$ cat config.mk
export PLATFORM = sky130hd
export DESIGN_NAME = jtag_dbg_port
export DESIGN_NICKNAME = d
export VERILOG_FILES = /design/src/rtl/jtag_dbg_pkg.sv /design/src/rtl/jtag_dbg_ctrl.sv /design/src/rtl/jtag_dbg_dpath.sv /design/src/rtl/jtag_dbg_port.sv
export SDC_FILE = /design/constraint.sdc
export NUM_CORES = 1
export LEC_CHECK = 0
export BUFFER_PORTS_ARGS = -buffer_cell sky130_fd_sc_hd__buf_2
export CAP_MARGIN = 40
export CORE_ASPECT_RATIO = 0.6
export CORE_UTILIZATION = 60
export CTS_BUF_LIST = sky130_fd_sc_hd__clkbuf_8
export DETAILED_ROUTE_END_ITERATION = 10
export PLACE_DENSITY_LB_ADDON = 0.3
export SYNTH_ARGS = -nofsm -noshare
export SYNTH_HDL_FRONTEND = slang
export SYNTH_HIERARCHICAL = 1
export SYNTH_SLANG_ARGS = --single-unit
$ cat constraint.sdc
create_clock -name tck -period 5.1 [get_ports tck]
set_input_delay 0.255 -clock tck [delete_from_list [all_inputs] [get_ports tck]]
set_output_delay 0.255 -clock tck [all_outputs]
set_load 0.02 [all_outputs]
$ cat src/rtl/jtag_dbg_pkg.sv
package jtag_dbg_pkg;

  localparam int IR_W = 5;
  localparam logic [IR_W-1:0] OP_PWR_CTL  = 5'h08;
  localparam logic [IR_W-1:0] OP_PWR_STAT = 5'h09;
  localparam logic [IR_W-1:0] OP_REG_SEL  = 5'h1C;
  localparam logic [IR_W-1:0] OP_IDCODE   = 5'h1E;
  localparam logic [IR_W-1:0] OP_BYPASS   = 5'h1F;
  localparam logic [IR_W-1:0] IR_CAPTURE  = 5'b00001;

  typedef enum logic [3:0] {
    TS_RESET, TS_IDLE,
    TS_SEL_DR, TS_CAP_DR, TS_SHF_DR, TS_EX1_DR, TS_PAU_DR, TS_EX2_DR, TS_UPD_DR,
    TS_SEL_IR, TS_CAP_IR, TS_SHF_IR, TS_EX1_IR, TS_PAU_IR, TS_EX2_IR, TS_UPD_IR
  } tapState_e;

  typedef enum logic [2:0] {
    DR_BYPASS, DR_IDCODE, DR_PCTL, DR_PSTAT, DR_REGSEL
  } drSel_e;

  typedef struct packed {
    logic   capDr;
    logic   shfDr;
    logic   updDr;
    drSel_e drSel;
    logic   dataPhase;
  } tapStrobe_t;

endpackage

$ cat src/rtl/jtag_dbg_ctrl.sv
module jtag_dbg_ctrl
  import jtag_dbg_pkg::*;
(
  input  logic       tck,
  input  logic       trstN,
  input  logic       tms,
  input  logic       tdi,
  output tapStrobe_t strb,
  output logic       irShifting,
  output logic       irTdo
);

  tapState_e state, nextState;
  logic [IR_W-1:0] irShift, irReg;
  logic dataPhase;
  drSel_e drSel;

  always_comb begin
    nextState = state;
    unique case (state)
      TS_RESET:  nextState = tms ? TS_RESET  : TS_IDLE;
      TS_IDLE:   nextState = tms ? TS_SEL_DR : TS_IDLE;
      TS_SEL_DR: nextState = tms ? TS_SEL_IR : TS_CAP_DR;
      TS_CAP_DR: nextState = tms ? TS_EX1_DR : TS_SHF_DR;
      TS_SHF_DR: nextState = tms ? TS_EX1_DR : TS_SHF_DR;
      TS_EX1_DR: nextState = tms ? TS_UPD_DR : TS_PAU_DR;
      TS_PAU_DR: nextState = tms ? TS_EX2_DR : TS_PAU_DR;
      TS_EX2_DR: nextState = tms ? TS_UPD_DR : TS_SHF_DR;
      TS_UPD_DR: nextState = tms ? TS_SEL_DR : TS_IDLE;
      TS_SEL_IR: nextState = tms ? TS_RESET  : TS_CAP_IR;
      TS_CAP_IR: nextState = tms ? TS_EX1_IR : TS_SHF_IR;
      TS_SHF_IR: nextState = tms ? TS_EX1_IR : TS_SHF_IR;
      TS_EX1_IR: nextState = tms ? TS_UPD_IR : TS_PAU_IR;
      TS_PAU_IR: nextState = tms ? TS_EX2_IR : TS_PAU_IR;
      TS_EX2_IR: nextState = tms ? TS_UPD_IR : TS_SHF_IR;
      TS_UPD_IR: nextState = tms ? TS_SEL_DR : TS_IDLE;
      default:   nextState = TS_RESET;
    endcase
  end

  always_ff @(posedge tck or negedge trstN) begin
    if (!trstN) state <= TS_RESET;
    else        state <= nextState;
  end

  // Instruction register: capture, shift toward LSB, update
  always_ff @(posedge tck or negedge trstN) begin
    if (!trstN) begin
      irShift <= '0;
      irReg   <= OP_IDCODE;
    end else begin
      if (state == TS_RESET)       irReg   <= OP_IDCODE;
      else if (state == TS_UPD_IR) irReg   <= irShift;
      if (state == TS_CAP_IR)      irShift <= IR_CAPTURE;
      else if (state == TS_SHF_IR) irShift <= {tdi, irShift[IR_W-1:1]};
    end
  end

  always_comb begin
    unique case (irReg)
      OP_PWR_CTL:  drSel = DR_PCTL;
      OP_PWR_STAT: drSel = DR_PSTAT;
      OP_REG_SEL:  drSel = DR_REGSEL;
      OP_IDCODE:   drSel = DR_IDCODE;
      default:     drSel = DR_BYPASS;
    endcase
  end

  // Address/data phase flag for register select
  always_ff @(posedge tck or negedge trstN) begin
    if (!trstN)                                          dataPhase <= 1'b0;
    else if (state == TS_RESET || state == TS_UPD_IR)    dataPhase <= 1'b0;
    else if (state == TS_UPD_DR && drSel == DR_REGSEL)   dataPhase <= !dataPhase;
  end

  assign strb.capDr     = (state == TS_CAP_DR);
  assign strb.shfDr     = (state == TS_SHF_DR);
  assign strb.updDr     = (state == TS_UPD_DR);
  assign strb.drSel     = drSel;
  assign strb.dataPhase = dataPhase;
  assign irShifting     = (state == TS_SHF_IR);
  assign irTdo          = irShift[0];

  AST_IDCODE_AFTER_RESET: assert property (@(posedge tck) disable iff (!trstN)
    (state == TS_RESET) |=> (drSel == DR_IDCODE));
  AST_PHASE_CLR_ON_IR: assert property (@(posedge tck) disable iff (!trstN)
    (state == TS_UPD_IR) |=> !dataPhase);
  AST_PHASE_HOLDS: assert property (@(posedge tck) disable iff (!trstN)
    (state == TS_SHF_DR) |=> $stable(dataPhase));

endmodule

$ cat src/rtl/jtag_dbg_dpath.sv
module jtag_dbg_dpath
  import jtag_dbg_pkg::*;
#(
  parameter int DATA_W = 32,
  parameter int ADDR_W = 7,
  parameter int PWR_W  = 8,
  parameter logic [DATA_W-1:0] IDCODE = 32'h1234_5A6B
) (
  input  logic              tck,
  input  logic              trstN,
  input  logic              tdi,
  input  tapStrobe_t        strb,
  output logic              drTdo,
  output logic              regWrEn,
  output logic              regRdEn,
  output logic [ADDR_W-1:0] regNum,
  output logic [DATA_W-1:0] regWrData,
  input  logic [DATA_W-1:0] regRdData,
  output logic [PWR_W-1:0]  pwrCtl,
  input  logic [PWR_W-1:0]  pwrStatSet
);

  localparam int ADR_SCAN_W = ADDR_W + 1;
  localparam int LEN_W      = $clog2(DATA_W);

  logic [DATA_W-1:0] drShift, capVal, shiftNext;
  logic [LEN_W-1:0]  topIdx;
  logic [PWR_W-1:0]  pwrStat;
  logic              wrFlag;
  logic              isRegSel, pstatUpd;

  assign isRegSel = (strb.drSel == DR_REGSEL);
  assign pstatUpd = strb.updDr && (strb.drSel == DR_PSTAT);

  // Scan length per selected data register
  always_comb begin
    unique case (strb.drSel)
      DR_BYPASS: topIdx = '0;
      DR_PCTL,
      DR_PSTAT:  topIdx = LEN_W'(PWR_W - 1);
      DR_REGSEL: topIdx = strb.dataPhase ? LEN_W'(DATA_W - 1) : LEN_W'(ADR_SCAN_W - 1);
      default:   topIdx = LEN_W'(DATA_W - 1);
    endcase
  end

  always_comb begin
    unique case (strb.drSel)
      DR_IDCODE: capVal = IDCODE;
      DR_PCTL:   capVal = DATA_W'(pwrCtl);
      DR_PSTAT:  capVal = DATA_W'(pwrStat);
      DR_REGSEL: capVal = (strb.dataPhase && !wrFlag) ? regRdData : '0;
      default:   capVal = '0;
    endcase
  end

  always_comb begin
    shiftNext         = drShift >> 1;
    shiftNext[topIdx] = tdi;
  end

  always_ff @(posedge tck or negedge trstN) begin
    if (!trstN)            drShift <= '0;
    else if (strb.capDr)   drShift <= capVal;
    else if (strb.shfDr)   drShift <= shiftNext;
  end

  always_ff @(posedge tck or negedge trstN) begin
    if (!trstN) begin
      pwrCtl <= '0;
      regNum <= '0;
      wrFlag <= 1'b0;
    end else if (strb.updDr) begin
      if (strb.drSel == DR_PCTL) pwrCtl <= drShift[PWR_W-1:0];
      if (isRegSel && !strb.dataPhase) begin
        regNum <= drShift[ADR_SCAN_W-1:1];
        wrFlag <= drShift[0];
      end
    end
  end

  // Sticky status with clear-by-mask; a same-cycle set wins
  always_ff @(posedge tck or negedge trstN) begin
    if (!trstN)        pwrStat <= '0;
    else if (pstatUpd) pwrStat <= (pwrStat & ~drShift[PWR_W-1:0]) | pwrStatSet;
    else               pwrStat <= pwrStat | pwrStatSet;
  end

  assign regWrEn   = strb.updDr && isRegSel && strb.dataPhase && wrFlag;
  assign regRdEn   = strb.capDr && isRegSel && strb.dataPhase && !wrFlag;
  assign regWrData = drShift;
  assign drTdo     = drShift[0];

  AST_WR_SINGLE: assert property (@(posedge tck) disable iff (!trstN)
    regWrEn |=> !regWrEn);
  AST_NUM_HELD_IN_DATA: assert property (@(posedge tck) disable iff (!trstN)
    (isRegSel && strb.dataPhase) |=> $stable(regNum));
  AST_PCTL_HOLD: assert property (@(posedge tck) disable iff (!trstN)
    !(strb.updDr && strb.drSel == DR_PCTL) |=> $stable(pwrCtl));
  AST_PSTAT_STICKY: assert property (@(posedge tck) disable iff (!trstN)
    !pstatUpd |=> ((pwrStat & $past(pwrStat)) == $past(pwrStat)));

endmodule

$ cat src/rtl/jtag_dbg_port.sv
module jtag_dbg_port
  import jtag_dbg_pkg::*;
#(
  parameter int DATA_W = 32,
  parameter int ADDR_W = 7,
  parameter int PWR_W  = 8,
  parameter logic [DATA_W-1:0] IDCODE = 32'h1234_5A6B
) (
  input  logic              tck,
  input  logic              trstN,
  input  logic              tms,
  input  logic              tdi,
  output logic              tdo,
  output logic              regWrEn,
  output logic              regRdEn,
  output logic [ADDR_W-1:0] regNum,
  output logic [DATA_W-1:0] regWrData,
  input  logic [DATA_W-1:0] regRdData,
  output logic [PWR_W-1:0]  pwrCtl,
  input  logic [PWR_W-1:0]  pwrStatSet
);

  tapStrobe_t strb;
  logic irShifting, irTdo, drTdo;

  jtag_dbg_ctrl u_ctrl (
    .tck        (tck),
    .trstN      (trstN),
    .tms        (tms),
    .tdi        (tdi),
    .strb       (strb),
    .irShifting (irShifting),
    .irTdo      (irTdo)
  );

  jtag_dbg_dpath #(
    .DATA_W (DATA_W),
    .ADDR_W (ADDR_W),
    .PWR_W  (PWR_W),
    .IDCODE (IDCODE)
  ) u_dpath (
    .tck        (tck),
    .trstN      (trstN),
    .tdi        (tdi),
    .strb       (strb),
    .drTdo      (drTdo),
    .regWrEn    (regWrEn),
    .regRdEn    (regRdEn),
    .regNum     (regNum),
    .regWrData  (regWrData),
    .regRdData  (regRdData),
    .pwrCtl     (pwrCtl),
    .pwrStatSet (pwrStatSet)
  );

  assign tdo = irShifting ? irTdo : (strb.shfDr ? drTdo : 1'b0);

endmodule

Yosys cells after proc, flatten, opt, wreduce, memory -nomap -nowiden. Index checks and enable logic that the tools add are counted.

Input port bits: 44. Bits in latches: 0. Output and inout bits: 50. Bits in registers: 71. Memories: 0. Memory bits (read-only): 0. Bits in writable memories: 0.

Add/subtract/negate cells: 0. Multipliers: 0. Multiplexer cells: 32. Shift operators: 0. Divide/modulo/power cells: 0. Bitwise logic cells: 4. Reduce and logical (&&, ||, !) cells: 25. Magnitude comparators: 2. Equality and inequality tests: 23.

Operator list (count): case mux 32 bit (4 select lines) (1); two-way mux 32 bit (3); case mux 4 bit (12 select lines) (1); bitwise mux 32 bit (1); == test 4 bit, second input constant (8); two-way mux 5 bit (5); == test 4 x 3 -> 1 bit, second input constant (4); two-way mux 4 bit (4); bitwise OR 8 bit (2); case mux 5 bit (3 select lines) (1); case mux 3 bit (4 select lines) (1); == test 5 x 4 -> 1 bit, second input constant (2); == test 5 bit, second input constant (2); logical AND 1 bit (10); AND 8 bit (1); == test 4 x 2 -> 1 bit, second input constant (2); two-way mux 1 bit (8); two-way mux 8 bit (1); NOT 8 bit (1); nonzero test 2 bit (4); == test 3 x 2 -> 1 bit, second input constant (2); < comparator 5 x 6 -> 1 bit, second input constant (1); two-way mux 2 bit (3); two-way mux 3 bit (2); 12 further kinds (16).

Longest topological paths before layout. Gate-level depths: netlist of run 1.

Depth in word-level cells: 12. Depth in mapped cells: 9. Depth with buffers taken out: 7.

Hierarchy. Netlist of run 1, hierarchy kept.

By module, submodules not included: jtag_dbg_dpath (times used 1, area each 2831.5 µm², sequential area each 1401.3 µm², cells each 275); jtag_dbg_ctrl (times used 1, area each 964.7 µm², sequential area each 380.4 µm², cells each 106); jtag_dbg_port (times used 1, area each 12.5 µm², sequential area each 0.0 µm², cells each 3).

Least setup slack after synthesis of run 1. OpenSTA, ideal clock, no wires.

Path type: register -> output. Start: reg u_ctrl.state[1]. End: out regRdEn. Data arrival time: 1.902 ns. Slack: 2.943 ns. Cell stages (with the launch flop): 8. Cell sequence: dfrtp_1 buf_4 buf_4 nand2_1 nor3_1 buf_2 clkbuf_1 and2_1.

RTL lines: start: declaration (line jtag_dbg_ctrl.sv:13) `tapState_e state, nextState;`; start signal: assignment (line jtag_dbg_ctrl.sv:43) `else state <= nextState;`; end: declaration (line jtag_dbg_port.sv:15) `output logic regRdEn,`.

==> impl_metrics.tcl, run 1 <==
set metrics [dict create \
    min_path_type "in -> reg" \
    instances_no_fill 553 \
    r2r_start "u_ctrl/irReg[2]$_DFFE_PN1P_" \
    fmax_ghz 0.325 \
    yosysWarnings 6 \
    ir_drop_uv 250 \
    die_h_um 63.7 \
    diodes 0 \
    rsz0062_at_grt "no" \
    yosysUniqueCellTypes 60 \
    ant_nets 0 \
    io_buffers 93 \
    wire_per_inst_um 17.2 \
    dieArea_mm2 0.00668 \
    finClkSkew_ns 0.00862 \
    layout-drive-gt1-share_pct 33.7 \
    multi_input_area_mm2 0.00177 \
    drtPass1Iterations 5 \
    gp_congestion 0.827 \
    synth_top_cells_by_count "67 x dfrtp_1, 39 x a21oi_1, 32 x nand2_1, 26 x o21ai_0" \
    drt_drc_violations_left 0 \
    r2r_cells 7 \
    synth_edf_count 0 \
    cts.sinks 71 \
    track_usage_pct 30.0 \
    synth_ff_type "dfrtp_1" \
    clk_pin_slew_ns 0.07 \
    power_density_mw_per_mm2 599 \
    fin_nets 509 \
    yosysSeqAreaShare_pct 46.8 \
    grt_start_max_net_pins 52 \
    tightest_slew_ns 0.756 \
    hold_ws_ns 0.0909 \
    grt_pass1_vias 2946 \
    dp_hpwl_mm 6.55 \
    globalRouteOverflowTotal 0 \
    ios 94 \
    area_growth_pct 17.6 \
    cts_tree "built" \
    placedCellCount 537 \
    routed-via-count 3337 \
    worstHoldPathCells 2 \
    crit_path_end_kind "output pin" \
    arrival_ns 2.82 \
    drv_cap 0 \
    max_slew_margin_pct 49.6 \
    synth.most_common_cell "dfrtp_1" \
    core_mm2 0.00611 \
    htreeDepth 3 \
    path_class "reg -> out" \
    grt_antenna_before_repair 0 \
    hold_start "pwrStatSet[2]" \
    routed_wl_mm 9.52 \
    period_needed_ns 3.07 \
    synthTopCellsByArea "dfrtp_1 44%, mux2i_1 5.3%, a21oi_1 5.1%" \
    worstPathRequired_ns 4.85 \
    cts.path.max_buffers 2 \
    r2r-end "u_dpath/regWrData[3]$_DFFE_PN0P_" \
    clock-root-buffer "clkbuf_8" \
    drt_iter0_drc 329 \
    outcome "completed" \
    yosysTopAreaCell "dfrtp_1" \
    cts_setup_buffers 0 \
    cts_made_buffers 9 \
    vias_per_cell 6.03 \
    syn_nets 428 \
    seqCellArea_mm2 0.00178 \
    final-hold-violation-count 0 \
    grt_pass1_wl_mm 15.2 \
    post-route-period-util_pct 60.2 \
    p_leak_uw 0.00217 \
    final_util_pct 73.3 \
    placement_rows 22 \
    fill_cells 458 \
    synthArstFlopShare_pct 100 \
    ctsResizeCount 0 \
    syn_inst 384 \
    finish.instance_area_mm2 0.00448 \
    drv_slew 0 \
    yosys_register_bits 71 \
    start_util_pct 62.3 \
    syn_avg_cell_area_um2 9.92 \
    yosys.area.top_type_share_pct 44.0 \
    final.setup.tns_ns 0 \
    start_kind "flop" \
    crit_fanout 15 \
    clock_latency_ns 0.35 \
    syn_area_mm2 0.00381 \
    post_dp_cell_area_mm2 0.00426 \
    min_to "u_dpath/pwrStat[2]$_DFF_PN0_" \
    rrSetupSlack_ns 2.37 \
    finalSetupViolations 0 \
    fp.dieW_um 105 \
]
[repair_timing]
| item | CTS | global route |
|---|---|---|
| hold buffers | 1 | 0 |
| endpoints found under the hold margin | 27 | 0 |
| setup endpoints to repair | 0 | 0 |
[cells in the final DEF (no fill, tap or decap), drive strengths merged, types with 5 or more instances in the layout]
cell,count
clkbuf,9
dfrtp,67
nor2,17
a21oi,39
a211oi,11
nand3,21
a22oi,5
o21ai,42
inv,17
mux2,16
buf,100
nor2b,5
nand2,32
mux2i,20
a21o,6
[logic make-up (layout without fill, tap and decap cells)]
family,after synthesis,in the layout,share of synthesized area (%)
flip-flops,71,71,46.8
XOR/XNOR,1,1,0.230
multiplexers,36,36,9.99
AO/OA/AOI/OAI,119,119,19.3
AND/OR/NAND/NOR,109,109,16.6
buffers and inverters,48,133,7.10
[area by class of cell]
type	count	share of cell area, %
Timing Repair Buffer	101	12.3
Clock buffer	9	2.76
Multi-Input combinational cell	265	39.5
Sequential cell	71	39.8
Clock inverter	6	1.93
Tap cell	84	2.35
Inverter	17	1.42
[through the flow]
step,total power (uW),worst slack (ns)
after global placement,2110,2.11
after detailed placement,2170,2.44
after global routing,2850,1.86
final,2680,2.03
after floorplan,1900,2.94
after CTS,2670,2.06
[worst max-delay path by stage]
stage / startpoint / to / slack, ns / cells past startpoint
floorplan: u_ctrl/state[1]$_DFF_PN0_ / regRdEn / 2.94 / 7
global placement: u_ctrl/irReg[2]$_DFFE_PN1P_ / regRdEn / 2.11 / 6
detailed placement: u_ctrl/irReg[2]$_DFFE_PN1P_ / u_dpath/regWrData[3]$_DFFE_PN0P_ / 2.44 / 7
CTS: u_ctrl/irReg[2]$_DFFE_PN1P_ / regRdEn / 2.06 / 6
global route: u_ctrl/irReg[2]$_DFFE_PN1P_ / regRdEn / 1.86 / 6
finish: u_ctrl/irReg[2]$_DFFE_PN1P_ / regRdEn / 2.03 / 6
[worst max-delay path: stages, from the launching register on]
cell and delay [ns]:
dfstp_2 0.55, nor2b_1 0.19, and3_1 0.52, nand4bb_2 0.25
nor2_2 0.57, and2_1 0.22, buf_2 0.17
[report_power, final]
group          internal [uW]  switching, uW
clock network            272            212
logic                    485            710
registers                745            260
[sequential cells by signal, indices dropped and copies added (netlist names)]
name	flops
u_dpath/pwrStat	8
u_ctrl/dataPhase	1
u_dpath/wrFlag	1
u_dpath/regWrData	32
u_ctrl/irShift	5
u_ctrl/state	4
u_dpath/regNum	7
u_ctrl/irReg	5
u_dpath/pwrCtl	8
[metal layers]
metal	share of wire (%)	GRT usage, %
met1	47	45.9
met2	42	41.4
met3	9.7	6.83
met4	1.3	10.6
met5	0	0
Note: power is estimated with default switching activity, not from simulation.
==> inputs of run 2 (changes only) <==
--- a/config.mk
+++ b/config.mk
@@ -8,7 +8,7 @@
 export BUFFER_PORTS_ARGS = -buffer_cell sky130_fd_sc_hd__buf_2
 export CAP_MARGIN = 40
 export CORE_ASPECT_RATIO = 0.6
-export CORE_UTILIZATION = 60
+export CORE_UTILIZATION = 50
 export CTS_BUF_LIST = sky130_fd_sc_hd__clkbuf_8
 export DETAILED_ROUTE_END_ITERATION = 10
 export PLACE_DENSITY_LB_ADDON = 0.3
==> constraint.sdc (replaced) <==
create_clock -name tck -period 2.6 [get_ports tck]
set_input_delay 0.13 -clock tck [delete_from_list [all_inputs] [get_ports tck]]
set_output_delay 0.13 -clock tck [all_outputs]
set_load 0.02 [all_outputs]
==> impl_metrics.tcl, run 2 (same netlist as run 1, synthesis figures left out) <==
set metrics [dict create \
    fmax_ghz 0.408 \
    finalSetupViolations 0 \
    p_leak_uw 0.00225 \
    clock-root-buffer "clkbuf_8" \
    crit_fanout 25 \
    period_needed_ns 2.45 \
    rsz0062_at_grt "no" \
    post-route-period-util_pct 94.4 \
    htreeDepth 3 \
    globalRouteOverflowTotal 0 \
    fin_nets 526 \
    fill_cells 650 \
    cts_tree "built" \
    io_buffers 93 \
    grt_pass1_wl_mm 15.3 \
    area_growth_pct 21.1 \
    dp_hpwl_mm 6.94 \
    ir_drop_uv 528 \
    track_usage_pct 25.6 \
    start_kind "flop" \
    vias_per_cell 5.68 \
    wire_per_inst_um 16.3 \
    drtPass1Iterations 5 \
    die_h_um 69.6 \
    largest_register_ffs 32 \
    cts.sinks 71 \
    layout-drive-gt1-share_pct 33.7 \
    start_util_pct 52.0 \
    drt_drc_violations_left 0 \
    max_slew_margin_pct 44.4 \
    routed_wl_mm 9.63 \
    final_common_cell "buf_2" \
    grt_antenna_before_repair 0 \
    finish.instance_area_mm2 0.00461 \
    min_path_type "in -> reg" \
    layout_common_cells "93 x buf_2, 67 x dfrtp_1, 39 x a21oi_1" \
    post_dp_cell_area_mm2 0.00434 \
    fp.dieW_um 115 \
    core_mm2 0.00733 \
    placement_rows 24 \
    drv_slew 0 \
    crit_path_end_kind "output pin" \
    path_class "reg -> out" \
    grt_start_max_net_pins 37 \
    setup_ws_ns 0.146 \
    ios 94 \
    ant_nets 0 \
    final.setup.tns_ns 0 \
    power_density_mw_per_mm2 1130 \
    grt_pass1_vias 2948 \
    routed-via-count 3351 \
    outcome "completed" \
    dieArea_mm2 0.00798 \
    drv_cap 0 \
    cts_made_buffers 9 \
    arrival_ns 2.32 \
    clk_pin_slew_ns 0.07 \
    finClkSkew_ns 0.00875 \
    drt_iter0_drc 220 \
    place_ws_ns 0.407 \
    worstPathRequired_ns 2.47 \
    clock_latency_ns 0.35 \
    gp_congestion 0.873 \
    tightest_slew_ns 0.834 \
    final-hold-violation-count 0 \
    diodes 0 \
    cts.path.max_buffers 2 \
]
run 2: cell count changes in the layout (fill, tap and decap cells not counted), sizes merged:
| cell | previous run | this run |
|---|---|---|
| clkinvlp | 1 | 0 |
| bufinv | 2 | 0 |
| dlygate4sd3 | 1 | 9 |
| buf | 100 | 109 |
| clkinv | 3 | 0 |
| inv | 17 | 20 |
| clkbuf | 9 | 12 |
run 2: power by group:
| group | total [uW] | switching (uW) | internal [uW] |
|---|---|---|---|
| logic | 2530 | 1490 | 1030 |
| clock network | 796 | 386 | 409 |
| registers | 1880 | 412 | 1460 |
run 2: final timing paths:
check	slack (ns)	endpoint	startpoint	cells after the start
hold reg to reg	0.48	u_dpath/pwrStat[2]$_DFF_PN0_	u_dpath/pwrStat[2]$_DFF_PN0_	1
setup / recovery	0.15	regRdEn	u_ctrl/irReg[4]$_DFFE_PN1P_	7
hold / removal	0.01	u_dpath/regWrData[23]$_DFFE_PN0P_	regRdData[23]	3
min in group asynchronous	0.42	u_dpath/regWrData[2]$_DFFE_PN0P_	trstN	2
max in group asynchronous	1.51	u_dpath/regWrData[28]$_DFFE_PN0P_	trstN	3
setup reg to reg	0.36	u_dpath/regWrData[28]$_DFFE_PN0P_	u_ctrl/irReg[2]$_DFFE_PN1P_	8
run 2: stage by stage:
step	total power, uW	utilization (%)	hold WS (ns)	cells
after floorplan	3720	-	-0.166	384
after global placement	4280	59.3	0.272	566
after detailed placement	4370	59.3	0.279	566
after CTS	5190	62.9	0.000404	590
after global routing	5550	62.9	0.00876	590
final	5200	62.9	0.0140	590
run 2: critical path, stage by stage (launching register included):
cell	delay, ns
dfstp_2	0.59
nor3_1	0.07
and2_1	0.25
nand4bb_2	0.36
nor2_2	0.17
buf_6	0.23
and2_1	0.15
buf_2	0.15
run 2: area by class of cell:
| type | instances | area, um^2 | share of cell area [%] |
|---|---|---|---|
| clock buffer | 12 | 165 | 3.58 |
| clock inverter | 3 | 11.3 | 0.244 |
| inverter | 17 | 63.8 | 1.38 |
| multi-input combinational | 265 | 1770 | 38.3 |
| sequential | 71 | 1780 | 38.6 |
| tap | 104 | 130 | 2.82 |
| timing repair buffer | 118 | 692 | 15.0 |
run 2: what timing repair did:
item	in CTS	in global routing
endpoints found under the hold margin	39	0
hold buffers	9	0
endpoints found under the setup margin	0	1
gates resized for setup	0	1
setup buffers	0	0
run 2: routing by layer:
layer / track usage (%) / vias to the layer above / wire, um
met1: 40.3 / 1628 / 4830
met2: 33.3 / 139 / 3980
met3: 7.60 / 6 / 759
met4: 7.50 / 0 / 63
met5: 0 / - / 0
li1: - / 1578 / -
==> inputs of run 3 (changes only) <==
--- a/config.mk
+++ b/config.mk
@@ -5,12 +5,14 @@
 export SDC_FILE = /design/constraint.sdc
 export NUM_CORES = 1
 export LEC_CHECK = 0
-export BUFFER_PORTS_ARGS = -buffer_cell sky130_fd_sc_hd__buf_2
+export BUFFER_PORTS_ARGS = -buffer_cell sky130_fd_sc_hd__clkbuf_2
 export CAP_MARGIN = 40
 export CORE_ASPECT_RATIO = 0.6
+export CORE_MARGIN = 3
 export CORE_UTILIZATION = 50
 export CTS_BUF_LIST = sky130_fd_sc_hd__clkbuf_8
 export DETAILED_ROUTE_END_ITERATION = 10
+export GPL_TIMING_DRIVEN = 0
 export PLACE_DENSITY_LB_ADDON = 0.3
 export SYNTH_ARGS = -nofsm -noshare
 export SYNTH_HDL_FRONTEND = slang
==> impl_metrics.tcl, run 3 (same netlist as run 1, synthesis figures left out) <==
set metrics [dict create \
    hold_ws_ns 0.0162 \
    path_class "reg -> out" \
    cts_made_buffers 9 \
    min_path_type "in -> reg" \
    tightest_slew_ns 0.619 \
    dieArea_mm2 0.00874 \
    htreeDepth 3 \
    r2r_start "u_ctrl/state[1]$_DFF_PN0_" \
    setup.worst_path.start "u_ctrl/irReg[2]$_DFFE_PN1P_" \
    placement_rows 23 \
    drt_iter0_drc 269 \
    ios 94 \
    arrival_ns 2.31 \
    final.setup.tns_ns 0 \
    drt_drc_violations_left 0 \
    rrSetupSlack_ns 0.19 \
    dp_hpwl_mm 7.88 \
    max_slew_margin_pct 58.6 \
    finalSetupViolations 0 \
    cts.sinks 71 \
    fp.dieW_um 119 \
    routed_wl_mm 10.5 \
    grt_start_max_net_pins 53 \
    place_ws_ns 0.0841 \
    period_needed_ns 2.44 \
    ir_drop_uv 476 \
    die_h_um 73.6 \
    vias_per_cell 5.70 \
    io_buffers 93 \
    area_growth_pct 23.3 \
    clock-root-buffer "clkbuf_8" \
    critPathTopFamily "simple AND/OR/NAND/NOR gates" \
    grt_pass1_wl_mm 17.0 \
    drv_cap 0 \
    drtPass1Iterations 5 \
    start_kind "flop" \
    crit_fanout 10 \
    layout-drive-gt1-share_pct 35.2 \
    grt_antenna_before_repair 0 \
    setup_ws_ns 0.155 \
    outcome "completed" \
    cts.path.max_buffers 2 \
    worstPathRequired_ns 2.47 \
    rsz0062_at_grt "no" \
    final_common_cell "clkbuf_2" \
    clk_pin_slew_ns 0.07 \
    cp_cell_sequence "nor2b_1 -> and3_2 -> nand4bb_2 -> nor2_2 -> buf_2 -> and2_1 -> clkbuf_2" \
    crit_path_end_kind "output pin" \
    drv_slew 0 \
    grt_pass1_vias 3279 \
    hold_start "regRdData[31]" \
    largest_register_ffs 32 \
    fin_nets 542 \
    track_usage_pct 25.1 \
    final-hold-violation-count 0 \
    start_util_pct 54.2 \
    p_leak_uw 0.00231 \
    globalRouteOverflowTotal 0 \
    path_buf_inv 2 \
    critPathSlowestCell "dfstp_2" \
    layout_common_cells "94 x clkbuf_2, 67 x dfrtp_1, 39 x a21oi_1" \
    cts_tree "built" \
    post-route-period-util_pct 94.0 \
    core_mm2 0.00702 \
    gp_congestion 0.908 \
    ant_nets 0 \
    fmax_ghz 0.409 \
    cp_slowest_stage_delay_ns 0.56 \
    final_util_pct 66.9 \
    wire_per_inst_um 17.4 \
    finClkSkew_ns 0.00999 \
    clock_latency_ns 0.36 \
    routed-via-count 3436 \
    power_density_mw_per_mm2 1140 \
    diodes 0 \
]
run 3: cell type report:
cell class	instances	area (um^2)
Fill cell	594	2330
Sequential cell	71	1780
Clock inverter	6	23.8
Multi-Input combinational cell	265	1760
Clock buffer	10	138
Buffer	30	205
Timing Repair Buffer	104	596
Inverter	17	63.8
Tap cell	100	125
run 3: worst reg2reg max path, cell delays in order, from the launching register on:
cell and delay, ns:
dfrtp_1 0.43, buf_4 0.19, buf_4 0.18, nor4_1 0.40, buf_2 0.26, buf_2 0.31
buf_2 0.29, a21oi_1 0.10, o21ai_0 0.17
run 3: layer usage:
metal  global-route usage, %  up-vias  part of all wire, %
li1                        -     1610                    -
met1                    36.4     1654                   47
met5                       0        -                    0
met2                    34.7      160                   41
met3                    10.5       12                   11
met4                    6.55        0                 0.96
run 3: final timing paths:
path,to,cells past startpoint
max,regRdEn,7
min,u_dpath/regWrData[31]$_DFFE_PN0P_,3
max reg2reg,u_dpath/regWrData[21]$_DFFE_PN0P_,8
min reg2reg,u_dpath/pwrStat[0]$_DFF_PN0_,1
max in group asynchronous,u_dpath/regWrData[24]$_DFFE_PN0P_,3
min in group asynchronous,u_ctrl/state[2]$_DFF_PN0_,2
run 3: where the power goes:
group          switching (uW)  total, uW  internal [uW]  leakage (uW)
clock network             396        749            354      0.000102
logic                    1670       2770           1100       0.00133
registers                 350       1820           1470      0.000881
run 3: what timing repair did:
action	in CTS	in global routing
buffers inserted	0	0
hold buffers	10	0
cloned	0	0
gates resized for setup	1	4
setup endpoints to repair	1	4
endpoints found under the hold margin	28	0
run 3: through the flow:
stage | instance area (um^2) | instances | power, uW
after floorplan | 3810 | 384 | 3720
after global placement | 4400 | 577 | 4430
after detailed placement | 4430 | 578 | 4530
after CTS | 4690 | 603 | 5310
after global routing | 4700 | 603 | 5680
final | 4700 | 603 | 5340
